`src/rtl/regbank_pkg.sv`:
```
package regbank_pkg;
  localparam int WORD_W    = 32;
  localparam int REG_W     = 64;
  localparam int CTRL_OFFS = 'h000;
  localparam int CTR_BASE  = 'hF00;
  localparam int SWRST_BIT = 31;
  typedef logic [WORD_W-1:0] word_t;
  typedef logic [REG_W-1:0]  reg64_t;
endpackage

```
`src/rtl/ctr_addr_decode.sv`:
```
module ctr_addr_decode #(
  parameter int ADDR_W  = 12,
  parameter int NUM_CTR = 7,
  parameter int IDX_W   = 3
) (
  input  logic [ADDR_W-1:0] addr,
  output logic              hit_ctrl,
  output logic              hit_ctr,
  output logic              hi_word,
  output logic [IDX_W-1:0]  idx
);
  import regbank_pkg::*;

  localparam logic [ADDR_W-1:0] BASE_V = ADDR_W'(CTR_BASE);
  localparam logic [ADDR_W-1:0] CTRL_V = ADDR_W'(CTRL_OFFS);
  localparam logic [ADDR_W-4:0] NUM_V  = (ADDR_W-3)'(NUM_CTR);

  logic [ADDR_W-1:0] off;
  logic              aligned;

  always_comb begin
    off      = addr - BASE_V;
    aligned  = (addr[1:0] == 2'b00);
    hi_word  = addr[2];
    hit_ctrl = aligned && (addr[ADDR_W-1:3] == CTRL_V[ADDR_W-1:3]);
    hit_ctr  = aligned && (addr >= BASE_V) && (off[ADDR_W-1:3] < NUM_V);
    idx      = off[IDX_W+2:3];
  end
endmodule

```
`src/rtl/ctr_event_counter.sv`:
```
module ctr_event_counter #(
  parameter int CNT_W = 64,
  parameter int INC_W = 16
) (
  input  logic             clk,
  input  logic             rst,
  input  logic             clr,
  input  logic             ld,
  input  logic [CNT_W-1:0] ld_val,
  input  logic             inc_en,
  input  logic [INC_W-1:0] inc_val,
  output logic [CNT_W-1:0] cnt
);
  // clear beats load, load beats increment
  always_ff @(posedge clk) begin
    if (rst || clr)  cnt <= '0;
    else if (ld)     cnt <= ld_val;
    else if (inc_en) cnt <= cnt + CNT_W'(inc_val);
  end
endmodule

```
`src/rtl/ctr_read_capture.sv`:
```
module ctr_read_capture #(
  parameter int NUM_CTR = 7,
  parameter int IDX_W   = 3,
  parameter int CNT_W   = 64
) (
  input  logic                     clk,
  input  logic                     rst,
  input  logic                     rd,
  input  logic                     hit_ctrl,
  input  logic                     hit_ctr,
  input  logic                     hi_word,
  input  logic [IDX_W-1:0]         idx,
  input  logic [CNT_W-1:0]         ctrl_val,
  input  logic [NUM_CTR*CNT_W-1:0] cnt_flat,
  output logic [CNT_W/2-1:0]       rdata
);
  localparam int HW = CNT_W / 2;

  logic [CNT_W-1:0] live;
  logic [HW-1:0]    snap_lo;
  logic [IDX_W-1:0] snap_idx;
  logic             snap_ok;

  always_comb live = cnt_flat[idx*CNT_W +: CNT_W];

  always_ff @(posedge clk) begin
    if (rst) begin
      rdata    <= '0;
      snap_lo  <= '0;
      snap_idx <= '0;
      snap_ok  <= 1'b0;
    end else if (rd) begin
      if (hit_ctrl) begin
        rdata <= hi_word ? ctrl_val[HW-1:0] : ctrl_val[CNT_W-1:HW];
      end else if (hit_ctr) begin
        if (!hi_word) begin
          rdata    <= live[CNT_W-1:HW];
          snap_lo  <= live[HW-1:0];
          snap_idx <= idx;
          snap_ok  <= 1'b1;
        end else if (snap_ok && (snap_idx == idx)) begin
          rdata   <= snap_lo;
          snap_ok <= 1'b0;
        end else begin
          rdata <= live[HW-1:0];
        end
      end else begin
        rdata <= '0;
      end
    end
  end
endmodule

```
`src/rtl/ctr_regbank.sv`:
```
module ctr_regbank #(
  parameter int ADDR_W   = 12,
  parameter int NUM_REQ  = 3,
  parameter int NUM_BYTE = 4,
  parameter int INC_W    = 16
) (
  input  logic                      clk,
  input  logic                      rst,
  input  logic [ADDR_W-1:0]         bus_addr,
  input  logic                      bus_wr,
  input  logic                      bus_rd,
  input  logic [31:0]               bus_wdata,
  output logic [31:0]               bus_rdata,
  output logic                      swrst_pulse,
  input  logic [NUM_REQ-1:0]        req_evt,
  input  logic [NUM_BYTE-1:0]       byte_evt,
  input  logic [NUM_BYTE*INC_W-1:0] byte_cnt
);
  import regbank_pkg::*;

  localparam int NUM_CTR = NUM_REQ + NUM_BYTE;
  localparam int IDX_W   = (NUM_CTR > 1) ? $clog2(NUM_CTR) : 1;
  localparam int CNT_W   = REG_W;

  logic             hit_ctrl, hit_ctr, hi_word, addr_hit;
  logic [IDX_W-1:0] idx;
  word_t            stage_q;
  reg64_t           ctrl_q;
  logic             wr_lo, wr_hi;
  logic [NUM_CTR-1:0]       ld_vec;
  logic [NUM_CTR*CNT_W-1:0] cnt_flat;

  ctr_addr_decode #(.ADDR_W(ADDR_W), .NUM_CTR(NUM_CTR), .IDX_W(IDX_W)) dec_i (
    .addr(bus_addr), .hit_ctrl(hit_ctrl), .hit_ctr(hit_ctr),
    .hi_word(hi_word), .idx(idx)
  );

  assign addr_hit    = hit_ctrl | hit_ctr;
  assign wr_lo       = bus_wr & addr_hit & ~hi_word;
  assign wr_hi       = bus_wr & addr_hit & hi_word;
  assign swrst_pulse = ctrl_q[SWRST_BIT];

  // staging word and control register
  always_ff @(posedge clk) begin
    if (rst) begin
      stage_q <= '0;
      ctrl_q  <= '0;
    end else begin
      if (wr_lo) stage_q <= bus_wdata;
      if (wr_hi && hit_ctrl) begin
        ctrl_q            <= {stage_q, bus_wdata};
        ctrl_q[SWRST_BIT] <= bus_wdata[SWRST_BIT] & ~ctrl_q[SWRST_BIT];
      end else begin
        ctrl_q[SWRST_BIT] <= 1'b0;
      end
    end
  end

  for (genvar i = 0; i < NUM_CTR; i++) begin : g_ctr
    logic             inc_en;
    logic [INC_W-1:0] inc_val;
    assign ld_vec[i] = wr_hi && hit_ctr && (idx == IDX_W'(i));
    if (i < NUM_REQ) begin : g_req
      assign inc_en  = req_evt[i];
      assign inc_val = INC_W'(1);
    end else begin : g_byte
      assign inc_en  = byte_evt[i-NUM_REQ];
      assign inc_val = byte_cnt[(i-NUM_REQ)*INC_W +: INC_W];
    end
    ctr_event_counter #(.CNT_W(CNT_W), .INC_W(INC_W)) cnt_i (
      .clk(clk), .rst(rst), .clr(swrst_pulse), .ld(ld_vec[i]),
      .ld_val({stage_q, bus_wdata}), .inc_en(inc_en), .inc_val(inc_val),
      .cnt(cnt_flat[i*CNT_W +: CNT_W])
    );
  end

  ctr_read_capture #(.NUM_CTR(NUM_CTR), .IDX_W(IDX_W), .CNT_W(CNT_W)) rd_i (
    .clk(clk), .rst(rst), .rd(bus_rd), .hit_ctrl(hit_ctrl), .hit_ctr(hit_ctr),
    .hi_word(hi_word), .idx(idx), .ctrl_val(ctrl_q), .cnt_flat(cnt_flat),
    .rdata(bus_rdata)
  );
endmodule

```
`config.mk`:
```
export PLATFORM = sky130hd
export DESIGN_NAME = ctr_regbank
export DESIGN_NICKNAME = d
export VERILOG_FILES = /design/src/rtl/regbank_pkg.sv /design/src/rtl/ctr_addr_decode.sv /design/src/rtl/ctr_event_counter.sv /design/src/rtl/ctr_read_capture.sv /design/src/rtl/ctr_regbank.sv
export SDC_FILE = /design/constraint.sdc
export NUM_CORES = 2
export LEC_CHECK = 0
export CAP_MARGIN = 25
export CORE_MARGIN = 4
export CORE_UTILIZATION = 56
export DETAILED_ROUTE_END_ITERATION = 6
export PLACE_DENSITY = 0.87
export SLEW_MARGIN = 40
export SYNTH_ARGS = -nofsm -noshare
export SYNTH_HDL_FRONTEND = slang
export SYNTH_SLANG_ARGS = --single-unit
export TNS_END_PERCENT = 10
```
`constraint.sdc`:
```
create_clock -name clk -period 3.3 [get_ports clk]
set_input_delay 0.99 -clock clk [delete_from_list [all_inputs] [get_ports clk]]
set_output_delay 0.99 -clock clk [all_outputs]
set_load 0.005 [all_outputs]
```
---- Word-level counts from Yosys, hierarchy flattened ----
Index checks and enable logic that the tools add are counted.
storage, ports and cells
  register bits after elaboration ......... 612
  input bits .............................. 119
  output and inout bits ................... 33
  word-level logic and storage cells ...... 90
cells by class
  add/sub/neg operators ................... 8
  $lt $le $gt $ge ......................... 2
  equal/unequal tests ..................... 8
  shifts and indexed selects .............. 1
  muxes and demuxes ....................... 21
  bitwise logic cells ..................... 9
  reductions and logical operators ........ 27
operators with widths
  operator                                               number
  two-way mux 64 bit                                     14
  variable part select 448 x 10 -> 64 bit                1
  adder 64 x 16 -> 64 bit                                4
  adder 64 x 1 -> 64 bit, second input constant          3
  two-way mux 32 bit                                     5
  nonzero test 2 bit                                     7
  logical AND 1 bit                                      13
  >= comparator 12 bit, second input constant            1
  subtractor 12 bit, second input constant               1
  == test 3 bit, second input constant                   3
  logical NOT 9 bit                                      1
  < comparator 9 x 3 -> 1 bit, second input constant     1
  AND reduction 4 bit                                    2
  == test 3 x 2 -> 1 bit, second input constant          2
  bitwise AND 1 bit                                      4
  NOT 1 bit                                              4
  == test 3 x 1 -> 1 bit, second input constant          1
  == test 3 bit                                          1
  logical NOT 3 bit                                      1
  logical NOT 2 bit                                      1
  two-way mux 1 bit                                      2
  inequality test 2 x 1 -> 1 bit, second input constant  1
  OR reduction 2 bit                                     1
  logical OR 1 bit                                       1
  OR 1 bit                                               1

---- Depth between registers and ports, before layout ----
  word-level depth ........................ 9
  mapped depth ............................ 12
  depth with buffers taken out ............ 11

---- Cells and area by module ----
From an unflattened synthesis, not the netlist that was laid out.
second synthesis, totals
  cell total of the unflattened synthesis .. 5517
  area, all modules ....................... 42680.9 sq um
by module, submodules not included
  module                                   times used  cells each  area each (sq um)  seq. area each (sq um)
  ctr_event_counter at g_ctr[0].cnt_i ...  6           577         4364.2             1281.2
  ctr_read_capture                         1           1053        8308.0             1361.3
  ctr_event_counter at g_ctr[1].cnt_i      1           560         4383.0             1281.2
  ctr_regbank                              1           431         3724.8             1921.8
  ctr_addr_decode                          1           11          80.1               0.0

---- Worst setup path before layout ----
Ideal clock, no wire load.
  kind .................................... input to register
  start point ............................. input byte_cnt[0]
  end point ............................... register g_ctr[3].cnt_i.cnt[56]
  library setup time ...................... 0.070 ns
  arrival ................................. 3.448 ns
  required time ........................... 3.230 ns
  setup slack ............................. -0.218 ns
  stages .................................. 12
  buffers on the path ..................... 1
  cell sequence ........................... ha_1 > inv_1 > fa_1 > nor2b_1 > o31a_1 > o211ai_1 > and3_1 > clkbuf_1 > nor4_1 > nand3_1 > xor2_1 > a21oi_1
between the ends
  word-level cells in the longest chain between the ends .. 3
RTL lines
  what                     line                     RTL
  from (decl)              ctr_regbank.sv:17        input logic [NUM_BYTE*INC_W-1:0] byte_cnt
  adder 64 x 16 -> 64 bit  ctr_event_counter.sv:18  else if (inc_en) cnt <= cnt + CNT_W'(inc_val);
  two-way mux 64 bit       ctr_event_counter.sv:18
  two-way mux 64 bit       ctr_event_counter.sv:17  else if (ld) cnt <= ld_val;
  to (signal assigned)     ctr_event_counter.sv:17
  to (signal assigned)     ctr_event_counter.sv:18
  to (decl)                ctr_event_counter.sv:12  output logic [CNT_W-1:0] cnt
Every way passes these cells. The select of a mux whose other input is x is not followed.
A chain may end at the register's enable or synchronous reset.

---- Worst setup path after layout ----
  start point ............................. input byte_cnt[16]
  end point ............................... register g_ctr[4].cnt_i.cnt[22]
between the ends
  word-level cells in the longest chain between the ends .. 3
RTL lines
  what                     line
  adder 64 x 16 -> 64 bit  ctr_event_counter.sv:18
  two-way mux 64 bit       ctr_event_counter.sv:18
  two-way mux 64 bit       ctr_event_counter.sv:17
  to (signal assigned)     ctr_event_counter.sv:17
  to (signal assigned)     ctr_event_counter.sv:18
  to (decl)                ctr_event_counter.sv:12
Every way passes these cells. The select of a mux whose other input is x is not followed.

==> impl_metrics.yaml <==
pwr:
  p_leak_nw: 15.9
  power_mw: 18.4
  power.density_nw_per_um2: 425
  ir_worst_vdd_uv: 271
timing:
  fmax_mhz: 307
  finalSetupTns_ns: 0
  finalClockSkew_ns: 0.0295
  rsz0062_at_grt: "yes"
  tightestPinTransition_ns: 0.985
  setup_violations: 0
  hold_viol: 0
  period_minus_slack_ns: 3.26
  fin_crit_sh_pct: 98.7
  drv_slew: 0
  slew_headroom_pct: 34.1
outcome:
  outcome: "finished, final reports clean"
job:
  drv_cap: 0
synthesis:
  yosysSeqAreaShare_pct: 33.6
  synth-async-reset-ratio_pct: 0
  ys_ff_latch: 612
  synth_ff_type: "dfxtp_1"
  synthCells: 4608
  postSynthAreaPerCell_um2: 7.91
  netlist_area_um2: 36500
  syn_nets: 4798
  synth_edf_count: 0
  yosysUniqueCellTypes: 84
  yosysWarnings: 0
critical_path:
  required_ns: 3.86
  startpoint_type: "input pin"
  worstPathCellList: "clkdlybuf4s50_1 > ha_2 > inv_1 > fa_2 > nor2b_2 > o21ai_2 > a211oi_2 > a2111oi_4 > o21ai_2 > buf_2 > a21oi_1 > a2111oi_0 > a31o_2"
  cp_common_cell: "o21ai_2"
  critPathMaxFanout: 5
  path_class: "in2reg"
  crit_arrival_ns: 3.82
  rr_worst_depth: 8
  crit_slowest_cell: "clkdlybuf4s50_1"
  end_kind: "flop"
  slowest_delay_ns: 0.46
route:
  highest_layer: "met5"
  via_count: 37300
  drt-wirelength-per-cell_um: 23.6
  wirelength_um: 135000
  drt_first_pass_iters: 7
  drc: 0
  dr_wl_met3_um: 18400
  via_per_inst: 6.52
  drt_iter0_markers: 5703
  met2_length_um: 56300
  drtAntennaViolNets: 0
  wl_met1_um: 49700
placement:
  hpwlAfterDp_um: 97200
  dp_cells: 5610
  gp_congestion: 1.05
  port_buffers: 151
grt:
  grt_max_degree: 164
  track_usage_pct: 37.2
  grt-ovfl-total: 0
  antenna_found_initial: 4
  grt_pass1_wl_um: 205000
  grt_pass1_vias: 34800
die:
  coreArea_um2: 64500
  die_h_um: 263
  io_pins: 152
  num_rows: 93
  initial_core_util_pct: 56.6
  die_width_um: 263
  die_area_um2: 69200
final_layout:
  layout_commonest_cell: "dfxtp_1"
  instances_no_fill: 5730
  drive_gt1_share_pct: 13.4
  finalNetCount: 5017
  final_cell_mix: "dfxtp_1, nor2_1, a21oi_1, nand2_1, buf_4"
  area_delta_synth_final_pct: 18.9
  final_util_pct: 67.2
worst_hold_path:
  whs_path_depth: 2
  hp-class: "reg2reg"
clocking:
  cts_tree: "built"
  clk_latency_ns: 0.62
  cts.sinks: 612
  cts.path.max_buffers: 3
  path_clk_slew_ns: 0.06
  cts_made_buffers: 66
  clockRootBuffer: "clkbuf_16"
  htree_levels: 3
## worst max-delay path: cells and delay by family
family,cells,cell delay [ns]
buffers and inverters,3,0.72
AOI/OAI and AO/OA,7,1.41
adders and majority gates,2,0.51
and+or+nand+nor,1,0.18
## cells by family (layout without fill, tap and decap cells)
| kind of cell | Yosys count | count (layout) | share of synthesized area, % |
|---|---|---|---|
| AOI/OAI and AO/OA | 1164 | 1164 | 19.0 |
| xor gates and xnor gates | 422 | 422 | 10.1 |
| adders and majority gates | 71 | 71 | 2.52 |
| buffers and inverters | 445 | 709 | 4.98 |
| DFF | 612 | 612 | 33.6 |
| muxes | 222 | 222 | 8.33 |
| other | 0 | 3 | 0 |
| and+or+nand+nor | 1672 | 1672 | 21.4 |
## cell type report
type,instances,area [µm²]
diodes,3,7.51
clock buffers,91,1890
clock inverters,22,265
fillers,5023,21100
inverters,63,241
multi-input cells,3551,22700
flip-flops and latches,612,12300
well taps,855,1070
repair buffers,533,4900
## cell usage after synthesis (4+ instances only)
master	number	share of area, %
o211ai_1	17	0.35
and4_1	34	0.82
mux2i_1	151	4.1
nand2_1	459	4.7
o21ai_1	5	0.069
nand3_1	172	2.4
dfxtp_1	612	34
nand4_1	115	2.0
nor4_2	4	0.14
xnor2_1	183	4.4
nor2_1	597	6.1
xor2_1	239	5.7
o21bai_1	4	0.082
clkbuf_1	284	2.9
nor3_2	10	0.27
buf_2	30	0.41
mux2_2	7	0.22
clkbuf_2	24	0.33
fa_1	4	0.22
or3_1	16	0.27
a21o_1	22	0.45
nor3_1	59	0.81
o22ai_1	23	0.39
a31oi_1	18	0.31
or4_1	7	0.14
nor4_1	28	0.48
and3_1	85	1.5
or2_2	8	0.14
o21a_1	9	0.19
and2_1	21	0.36
nor3b_1	4	0.082
a311oi_1	7	0.17
o21ai_0	249	3.4
a221oi_1	12	0.29
buf_6	5	0.15
mux4_2	63	3.9
inv_1	62	0.64
a211oi_1	306	6.3
a21oi_1	468	6.4
ha_1	67	2.3
nand2b_1	7	0.12
nor2b_1	22	0.38
buf_1	34	0.35
## worst paths after layout
path | startpoint | end | slack, ns
setup / recovery | byte_cnt[16] | g_ctr[4].cnt_i.cnt[22] | 0.04
hold / removal | rd_i.snap_lo[15] | rd_i.snap_lo[15] | 0.45
setup reg to reg | g_ctr[2].cnt_i.cnt[28] | g_ctr[2].cnt_i.cnt[59] | 0.40
hold reg to reg | rd_i.snap_lo[15] | rd_i.snap_lo[15] | 0.45
## sequential cells by signal, summed over array words and instances, names as in the netlist
register,count
g_ctr.cnt_i.cnt,448
ctrl_q,64
rd_i.rdata,32
rd_i.snap_lo,32
stage_q,32
rd_i.snap_idx,3
rd_i.snap_ok,1
## through the flow
| step | cell area (µm²) | worst slack (ns) | hold slack (ns) |
|---|---|---|---|
| after floorplan | 36500 | -0.0705 | 0.433 |
| after global placement | 41000 | -0.727 | 0.438 |
| after detailed placement | 41000 | -0.816 | 0.446 |
| after CTS | 43100 | 0.0194 | 0.455 |
| after global routing | 43300 | -0.0458 | 0.470 |
| final | 43300 | 0.0425 | 0.454 |
## what timing repair did
action,CTS,global route
hold buffers,0,0
cloned,0,1
pin swaps,0,13
setup endpoints to repair,24,120
resized for setup,5,41
buffers inserted,0,3
## layer usage
layer	up-vias	track usage, %
met5	-	0
met4	4	23.6
met3	511	8.58
met2	2611	55.1
met1	17400	49.1
li1	16800	-
## where the power goes
part	internal [mW]	switching (mW)	total, mW
Sequential	7.54	0.199	7.74
Clock	4.40	3.18	7.57
Combinational	1.39	1.71	3.10
Total	13.3	5.08	18.4
Power figures use the tool's default switching activity.
